**config.mk**
```make
export PLATFORM = sky130hd
export DESIGN_NAME = hdr_mask_unit
export DESIGN_NICKNAME = d
export VERILOG_FILES = /design/src/rtl/hmu_pkg.sv /design/src/rtl/hmu_mask_gen.sv /design/src/rtl/hmu_bitop.sv /design/src/rtl/hmu_stream_port.sv /design/src/rtl/hdr_mask_unit.sv
export SDC_FILE = /design/constraint.sdc
export NUM_CORES = 1
export LEC_CHECK = 0
export ABC_AREA = 1
export BUFFER_PORTS_ARGS = -buffer_cell sky130_fd_sc_hd__buf_2
export CELL_PAD_IN_SITES_DETAIL_PLACEMENT = 2
export CELL_PAD_IN_SITES_GLOBAL_PLACEMENT = 2
export CORE_MARGIN = 8
export CORE_UTILIZATION = 26
export DETAILED_ROUTE_END_ITERATION = 6
export PLACE_DENSITY_LB_ADDON = 0.1
export SYNTH_ARGS = -nofsm -noshare
export SYNTH_HDL_FRONTEND = slang
export SYNTH_SLANG_ARGS = --single-unit
```
**constraint.sdc**
```tcl
create_clock -name clk -period 3.85 [get_ports clk]
set_clock_uncertainty 0.2 [all_clocks]
set_input_delay 0.1925 -clock clk [delete_from_list [all_inputs] [get_ports clk]]
set_output_delay 0.1925 -clock clk [all_outputs]
set_load 0.01 [all_outputs]
```
**src/rtl/hmu_pkg.sv**
```systemverilog
package hmu_pkg;
  typedef enum logic [1:0] {
    OP_PASS = 2'b00,
    OP_CLR  = 2'b01,
    OP_SET  = 2'b10,
    OP_CMP  = 2'b11
  } hmu_op_e;
endpackage

```
**src/rtl/hmu_mask_gen.sv**
```systemverilog
module hmu_mask_gen #(
  parameter int HALF_W  = 32,
  parameter int FIELD_W = 16,
  parameter int PAT_W   = 8,
  localparam int NUM_FIELDS = HALF_W / FIELD_W,
  localparam int SEL_W = (NUM_FIELDS > 1) ? $clog2(NUM_FIELDS) : 1,
  localparam int LANE = FIELD_W / PAT_W
) (
  input  logic [SEL_W-1:0]  field_sel,
  input  logic [PAT_W-1:0]  pattern,
  output logic [HALF_W-1:0] hdr_mask
);
  for (genvar f = 0; f < NUM_FIELDS; f++) begin : g_field
    for (genvar p = 0; p < PAT_W; p++) begin : g_lane
      assign hdr_mask[f*FIELD_W + p*LANE +: LANE] =
        {LANE{pattern[p] && (field_sel == SEL_W'(f))}};
    end
  end
endmodule

```
**src/rtl/hmu_bitop.sv**
```systemverilog
module hmu_bitop
  import hmu_pkg::*;
#(
  parameter int HALF_W = 32,
  parameter logic [HALF_W-1:0] REF_WORD = '0,
  localparam int WORD_W = 2 * HALF_W
) (
  input  hmu_op_e           op,
  input  logic [WORD_W-1:0] word_in,
  input  logic [HALF_W-1:0] hdr_mask,
  output logic [WORD_W-1:0] word_out,
  output logic [HALF_W-1:0] res_val,
  output logic              writes
);
  logic [WORD_W-1:0] full_mask;
  logic              hit;

  assign full_mask = {hdr_mask, {HALF_W{1'b0}}};
  assign hit = ((word_in[WORD_W-1:HALF_W] & hdr_mask) == (REF_WORD & hdr_mask));

  always_comb begin
    word_out = word_in;
    writes   = 1'b1;
    unique case (op)
      OP_PASS: word_out = word_in;
      OP_CLR:  word_out = word_in & ~full_mask;
      OP_SET:  word_out = word_in | full_mask;
      OP_CMP:  writes = 1'b0;
      default: word_out = word_in;
    endcase
    res_val = (op == OP_CMP) ? HALF_W'(hit) : word_out[WORD_W-1:HALF_W];
  end
endmodule

```
**src/rtl/hmu_stream_port.sv**
```systemverilog
module hmu_stream_port #(
  parameter int WORD_W = 64
) (
  input  logic              clk,
  input  logic              rst,
  input  logic              clk_en,
  input  logic              load,
  input  logic [WORD_W-1:0] load_word,
  input  logic              out_ready,
  output logic              out_valid,
  output logic [WORD_W-1:0] out_data,
  output logic              ovf_flag
);
  always_ff @(posedge clk or posedge rst) begin
    if (rst) begin
      out_valid <= 1'b0;
      out_data  <= '0;
      ovf_flag  <= 1'b0;
    end else if (clk_en) begin
      out_valid <= load;
      if (load) out_data <= load_word;
      if (out_valid && !out_ready) ovf_flag <= 1'b1;
    end
  end

  AST_OVF_STICKY: assert property (@(posedge clk) disable iff (rst)
    ovf_flag |=> ovf_flag);
  AST_OVF_SET: assert property (@(posedge clk) disable iff (rst)
    (clk_en && out_valid && !out_ready) |=> ovf_flag);
  AST_DATA_HELD: assert property (@(posedge clk) disable iff (rst)
    !clk_en |=> ($stable(out_data) && $stable(out_valid)));
endmodule

```
**src/rtl/hdr_mask_unit.sv**
```systemverilog
module hdr_mask_unit
  import hmu_pkg::*;
#(
  parameter int DATA_W  = 32,
  parameter int FIELD_W = 16,
  parameter int PAT_W   = 8,
  parameter logic [DATA_W-1:0] HDR_REF = 32'hABCD_1234,
  localparam int NUM_FIELDS = DATA_W / FIELD_W,
  localparam int SEL_W = (NUM_FIELDS > 1) ? $clog2(NUM_FIELDS) : 1,
  localparam int PFX_W = 2 + SEL_W + PAT_W,
  localparam int WORD_W = 2 * DATA_W
) (
  input  logic              clk,
  input  logic              rst,
  input  logic              clk_en,
  input  logic              start,
  input  logic [DATA_W-1:0] dataa,
  input  logic [DATA_W-1:0] datab,
  input  logic [PFX_W-1:0]  prefix,
  output logic [DATA_W-1:0] result,
  output logic              out_valid,
  input  logic              out_ready,
  output logic [WORD_W-1:0] out_data,
  output logic              ovf_flag
);
  hmu_op_e           op;
  logic [DATA_W-1:0] hdr_mask;
  logic [WORD_W-1:0] new_word;
  logic [DATA_W-1:0] res_val;
  logic              writes;
  logic              fire;

  assign op   = hmu_op_e'(prefix[1:0]);
  assign fire = clk_en && start;

  hmu_mask_gen #(.HALF_W(DATA_W), .FIELD_W(FIELD_W), .PAT_W(PAT_W)) u_mask (
    .field_sel (prefix[2 +: SEL_W]),
    .pattern   (prefix[2+SEL_W +: PAT_W]),
    .hdr_mask  (hdr_mask)
  );

  hmu_bitop #(.HALF_W(DATA_W), .REF_WORD(HDR_REF)) u_op (
    .op       (op),
    .word_in  ({dataa, datab}),
    .hdr_mask (hdr_mask),
    .word_out (new_word),
    .res_val  (res_val),
    .writes   (writes)
  );

  hmu_stream_port #(.WORD_W(WORD_W)) u_port (
    .clk       (clk),
    .rst       (rst),
    .clk_en    (clk_en),
    .load      (fire && writes),
    .load_word (new_word),
    .out_ready (out_ready),
    .out_valid (out_valid),
    .out_data  (out_data),
    .ovf_flag  (ovf_flag)
  );

  always_ff @(posedge clk or posedge rst) begin
    if (rst)       result <= '0;
    else if (fire) result <= res_val;
  end

  AST_CMP_NO_WRITE: assert property (@(posedge clk) disable iff (rst)
    (fire && prefix[1:0] == 2'b11) |=> !out_valid);
  AST_WRITE_VALID: assert property (@(posedge clk) disable iff (rst)
    (fire && prefix[1:0] != 2'b11) |=> out_valid);
  AST_VALID_DROP: assert property (@(posedge clk) disable iff (rst)
    (clk_en && !start && out_valid) |=> !out_valid);
  AST_RESULT_HOLD: assert property (@(posedge clk) disable iff (rst)
    !fire |=> $stable(result));
endmodule

```
# Yosys cells after proc, flatten, opt, wreduce, memory -nomap -nowiden
# Cells that the tools add are included.
# op_classes
shift	0
mul	0
n_reduce_logical	22
order_cmp	0
n_bitwise	5
eq_ne	4
muxes	3
div	0
n_addsub	0
# ops
operator	count
case mux 64 bit (2 select lines)	1
bitwise AND 64 bit	1
NOT 64 bit	1
bitwise OR 64 bit	1
bitwise AND 32 bit	1
equality test 32 bit	1
2-to-1 mux 32 bit	1
logical AND 1 bit	19
equality test 2 bit, second input constant	2
AND reduction 2 bit	2
equality test 2 x 1 -> 1 bit, second input constant	1
zero test 1 bit	1
2-to-1 mux 1 bit	1
NOT 1 bit	1
# totals
latch_bits	0
romBits	0
ff_bits	98
n_memories	0
ramBits	0
inputBits	80

# Logic depth before layout (Yosys ltp)
# depth
depth_word	6
ltp_mapped	9
mapped_depth_nobuf	8

# Modules after synthesis
# A second synthesis with hierarchy kept.
# hier_totals
cells_unflattened	797
area_unflattened_um2	5935.7
# by_module_without_submodules
mod	instances	area_each_um2	cells_per_inst
hmu_stream_port	1	2601.2	287
hmu_bitop	1	1669.1	317
hdr_mask_unit	1	1397.6	143
hmu_mask_gen	1	267.8	50

# Worst setup path before layout
# Ideal clock, no wire load.
# synth_timing
kind	in2reg
start	in prefix[0]
end	reg result[2]
path_slack_ns	2.252
required_ns	3.526
setup_ns	0.124
cell_stages	8
arrival_ns	1.274
n_path_buf	2
path_cell_list	inv_1 > ha_1 > buf_2 > nor2_4 > buf_4 > a21oi_2 > o21ai_1 > nand2_1
# synth_via
elab_chain_cells	3
# synth_lines
item	line_no	rtl
from (decl)	hdr_mask_unit.sv:19	input logic [PFX_W-1:0] prefix,
equality test 2 bit / equality test 2 x 1 -> 1 bit (equally long branches)	hmu_bitop.sv:24	unique case (op)
case mux 64 bit (2 select lines)	hmu_bitop.sv:24	
2-to-1 mux 32 bit (*)	hmu_bitop.sv:31	res_val = (op == OP_CMP) ? HALF_W'(hit) : word_out[WORD_W-1:HALF_W];
to (signal assigned)	hdr_mask_unit.sv:65	else if (fire) result <= res_val;
to (decl)	hdr_mask_unit.sv:20	output logic [DATA_W-1:0] result,
# Mark *: on every way between the ends. The rest lies on a longest branch, timed or not.
# A chain may end at the register's enable or synchronous reset.

# Worst setup path in the final report
# layout_timing
start	in clk_en
end	reg result[10]
# layout_via
elab_chain_cells	1
# layout_lines
item	line_no	rtl
from (decl)	hdr_mask_unit.sv:15	input logic clk_en,
logical AND 1 bit	hdr_mask_unit.sv:34	assign fire = clk_en && start;
# No other way between the ends.

==> flow_metrics.tcl <==
set metrics [dict create \
    outcome "completed" \
    drive_above_1_share_pct 28.03 \
    syn_nets 608 \
    min_to "u_port.out_data[32]$_DFFE_PP0P_" \
    yosysTopAreaCell "dfrtp_1" \
    criticalPathCategory "input pin to register" \
    ys_warn_count 0 \
    synth_edf_count 0 \
    relSlewSlack_pct 36.29 \
    p_total_w 0.002860 \
    netlist.area_leader.share_pct 57.55 \
    drt.antenna.violating_nets 0 \
    synth_async_sr_flop_share_pct 100.0 \
    diodes 0 \
    die_w_um 144.0 \
    drt-wirelength-per-cell_um 17.84 \
    hp-class "input pin to register" \
    vias 4354 \
    initial_utilization_pct 26.16 \
    avgSynthCellArea_um2 8.117 \
    antenna_found_initial 1 \
    met1_usage_pct 18.56 \
    ir_drop_mv 0.1931 \
    num_rows 47 \
    post-route-min-period_ps 2632 \
    hpwl_mm 12.32 \
    use_met2_pct 32.43 \
    portBuffers 177 \
    ys_top_cells_by_area "dfrtp_1, nand2_1, o21ai_1, a21oi_2, inv_1" \
    overflow 0 \
    dr.pass1.iters 4 \
    hold_depth 5 \
    synth_seq_cells 98 \
    vias_per_cell 4.411 \
    design.core.area_um2 16290 \
    rr_endpoint "u_port.ovf_flag$_DFFE_PP0P_" \
    synth_cells 525 \
    r2r_cells 4 \
    dieArea_um2 20740 \
    fp.dieH_um 144.0 \
    layout.nets 845 \
    track_usage_pct 17.37 \
    io_pins 178 \
    report.final.slew_viol_count 0 \
    htree_levels 3 \
    gp_congestion 0.7225 \
    hold_violations 0 \
    total_leakage_power_nw 3.646 \
    period_share_pct 68.36 \
    fmax_ghz 0.3800 \
    power_frac_clock_pct 32.2 \
    crit_arrival_ps 2660 \
    clk_path_buf_depth 2 \
    ys_seq_area_share_pct 57.55 \
    numCtsBuffers 9 \
    wl_mm 17.61 \
    pwr-share-comb_pct 23.1 \
    n_fill_cell 1881 \
    cp.required_ps 3880 \
    synth_cell_types 19 \
    crit_path_start_kind "input pin" \
    synth.most_common_cell "nand2_1" \
    crit_path_end_kind "register" \
    drt_iter0_markers 95 \
    cap_violations 0 \
    p_switching_w 0.0008967 \
    first_global_vias 5196 \
    hold_start "dataa[0]" \
    r2r_slack_ps 2330 \
    cts_setup_buffers 0 \
    power_frac_seq_pct 44.7 \
    cts.sinks 98 \
    cts_tree "yes" \
    netlist_area_um2 4262 \
    insertion_delay_ps 340 \
    use_met3_pct 4.787 \
    setup_tns_ps 0 \
    grt_max_degree 74 \
    clkTransAtPathRegs_ps 70 \
    worstPathMaxFanout 50 \
    swShare_pct 31.36 \
    setup_viol 0 \
    netlist_top_cells_count "nand2_1, dfrtp_1, inv_1, o21ai_1, nor2_1" \
    drcViolationCount 0 \
    grt_pass1_wl_mm 27.61 \
    powerDensity_nw_per_um2 453.0 \
    internal-power_w 0.001963 \
    r2r_start "u_port.out_valid$_DFFE_PP0P_" \
    rsz0062_at_grt "no" \
    syn2layout_area_growth_pct 48.12 \
    ys.flop_type "dfrtp_1" \
    top_usage_layer "met2" \
    cts_root_buf "clkbuf_16" \
    tightest_slew_ps 955.7 \
]
## cells by family after synthesis
logic type,Yosys count,share of synthesized area [%]
AOI/OAI and AO/OA,51,7.428
adders and majority gates,3,0.8809
buffers and inverters,51,5.138
DFF,98,57.55
and+or+nand+nor,322,29.01
## worst max-delay path by stage
stage | start | endpoint | slack, ps | cells after the start
after floorplan | rst | result[0]$_DFFE_PP0P_ | 900 | 1
after CTS | clk_en | u_port.out_data[59]$_DFFE_PP0P_ | 1130 | 9
after detailed placement | prefix[0] | result[0]$_DFFE_PP0P_ | 1280 | 8
after global placement | prefix[0] | result[0]$_DFFE_PP0P_ | 1280 | 8
final | clk_en | result[10]$_DFFE_PP0P_ | 1220 | 9
after global routing | clk_en | result[15]$_DFFE_PP0P_ | 990 | 9
## routing by layer
| metal | wire length, um | up-vias |
|---|---|---|
| li1 | - | 2072 |
| met1 | 6991 | 2153 |
| met2 | 9134 | 112 |
| met3 | 1247 | 15 |
| met4 | 223 | 2 |
| met5 | 13 | - |
## power groups by stage
stage | Sequential, W | Clock (W) | Combinational [W]
floorplan | 0.00136 | 0 | 0.000227
global placement | 0.00129 | 0 | 0.000602
detailed placement | 0.00130 | 0 | 0.000621
CTS | 0.00128 | 0.000952 | 0.000676
global route | 0.00130 | 0.000983 | 0.000740
finish | 0.00128 | 0.000922 | 0.000660
## cells in the final DEF (no fill, tap or decap), drive strengths merged
| cell type | n |
|---|---|
| bufinv | 1 |
| nand3 | 8 |
| clkinv | 3 |
| inv | 32 |
| clkinvlp | 1 |
| nand2 | 284 |
| dfrtp | 98 |
| clkbuf | 10 |
| a21o | 1 |
| ha | 3 |
| dlygate4sd3 | 66 |
| a21oi | 16 |
| nor2 | 30 |
| o21ai | 33 |
| buf | 180 |
| o21bai | 1 |
## cell type report
| type | count | area [um^2] | area share (%) |
|---|---|---|---|
| clock buffer | 10 | 229.0 | 3.627 |
| clock inverter | 6 | 65.06 | 1.031 |
| inverter | 31 | 118.9 | 1.883 |
| multi-input combinational | 376 | 1590 | 25.19 |
| sequential | 98 | 2452 | 38.85 |
| tap | 220 | 275.3 | 4.361 |
| timing repair buffer | 246 | 1582 | 25.05 |
## sequential cells by signal, indices dropped and copies added (netlist names)
signal and flops:
result 32, u_port.out_data 64, u_port.out_valid 1, u_port.ovf_flag 1
## repair_timing
item | 4_1_cts | 5_1_grt
hold buffers | 66 | 0
endpoints found under the hold margin | 167 | 0
resized for setup | 0 | 0
## worst max-delay path, cell delays in order
cell and delay (ps):
dlygate4sd3_1 540, buf_2 150, nand2_2 590, nor2_4 50
inv_2 440, buf_12 350, a21oi_2 60, o21ai_1 170
nand2_1 90
## through the flow
step	util [%]	hold slack [ps]	instances	cell area [um^2]	setup slack (ps)
3_5_place_dp	32.89	203.7	905	5358	1277
4_1_cts	38.75	36.22	987	6312	1130
6_report	38.75	31.35	987	6312	1218
3_3_place_gp	32.89	193.9	905	5358	1282
5_1_grt	38.75	84.75	987	6312	992.4
2_1_floorplan	-	99.82	525	4262	895.4
Note: power is estimated with default switching activity, not from simulation.
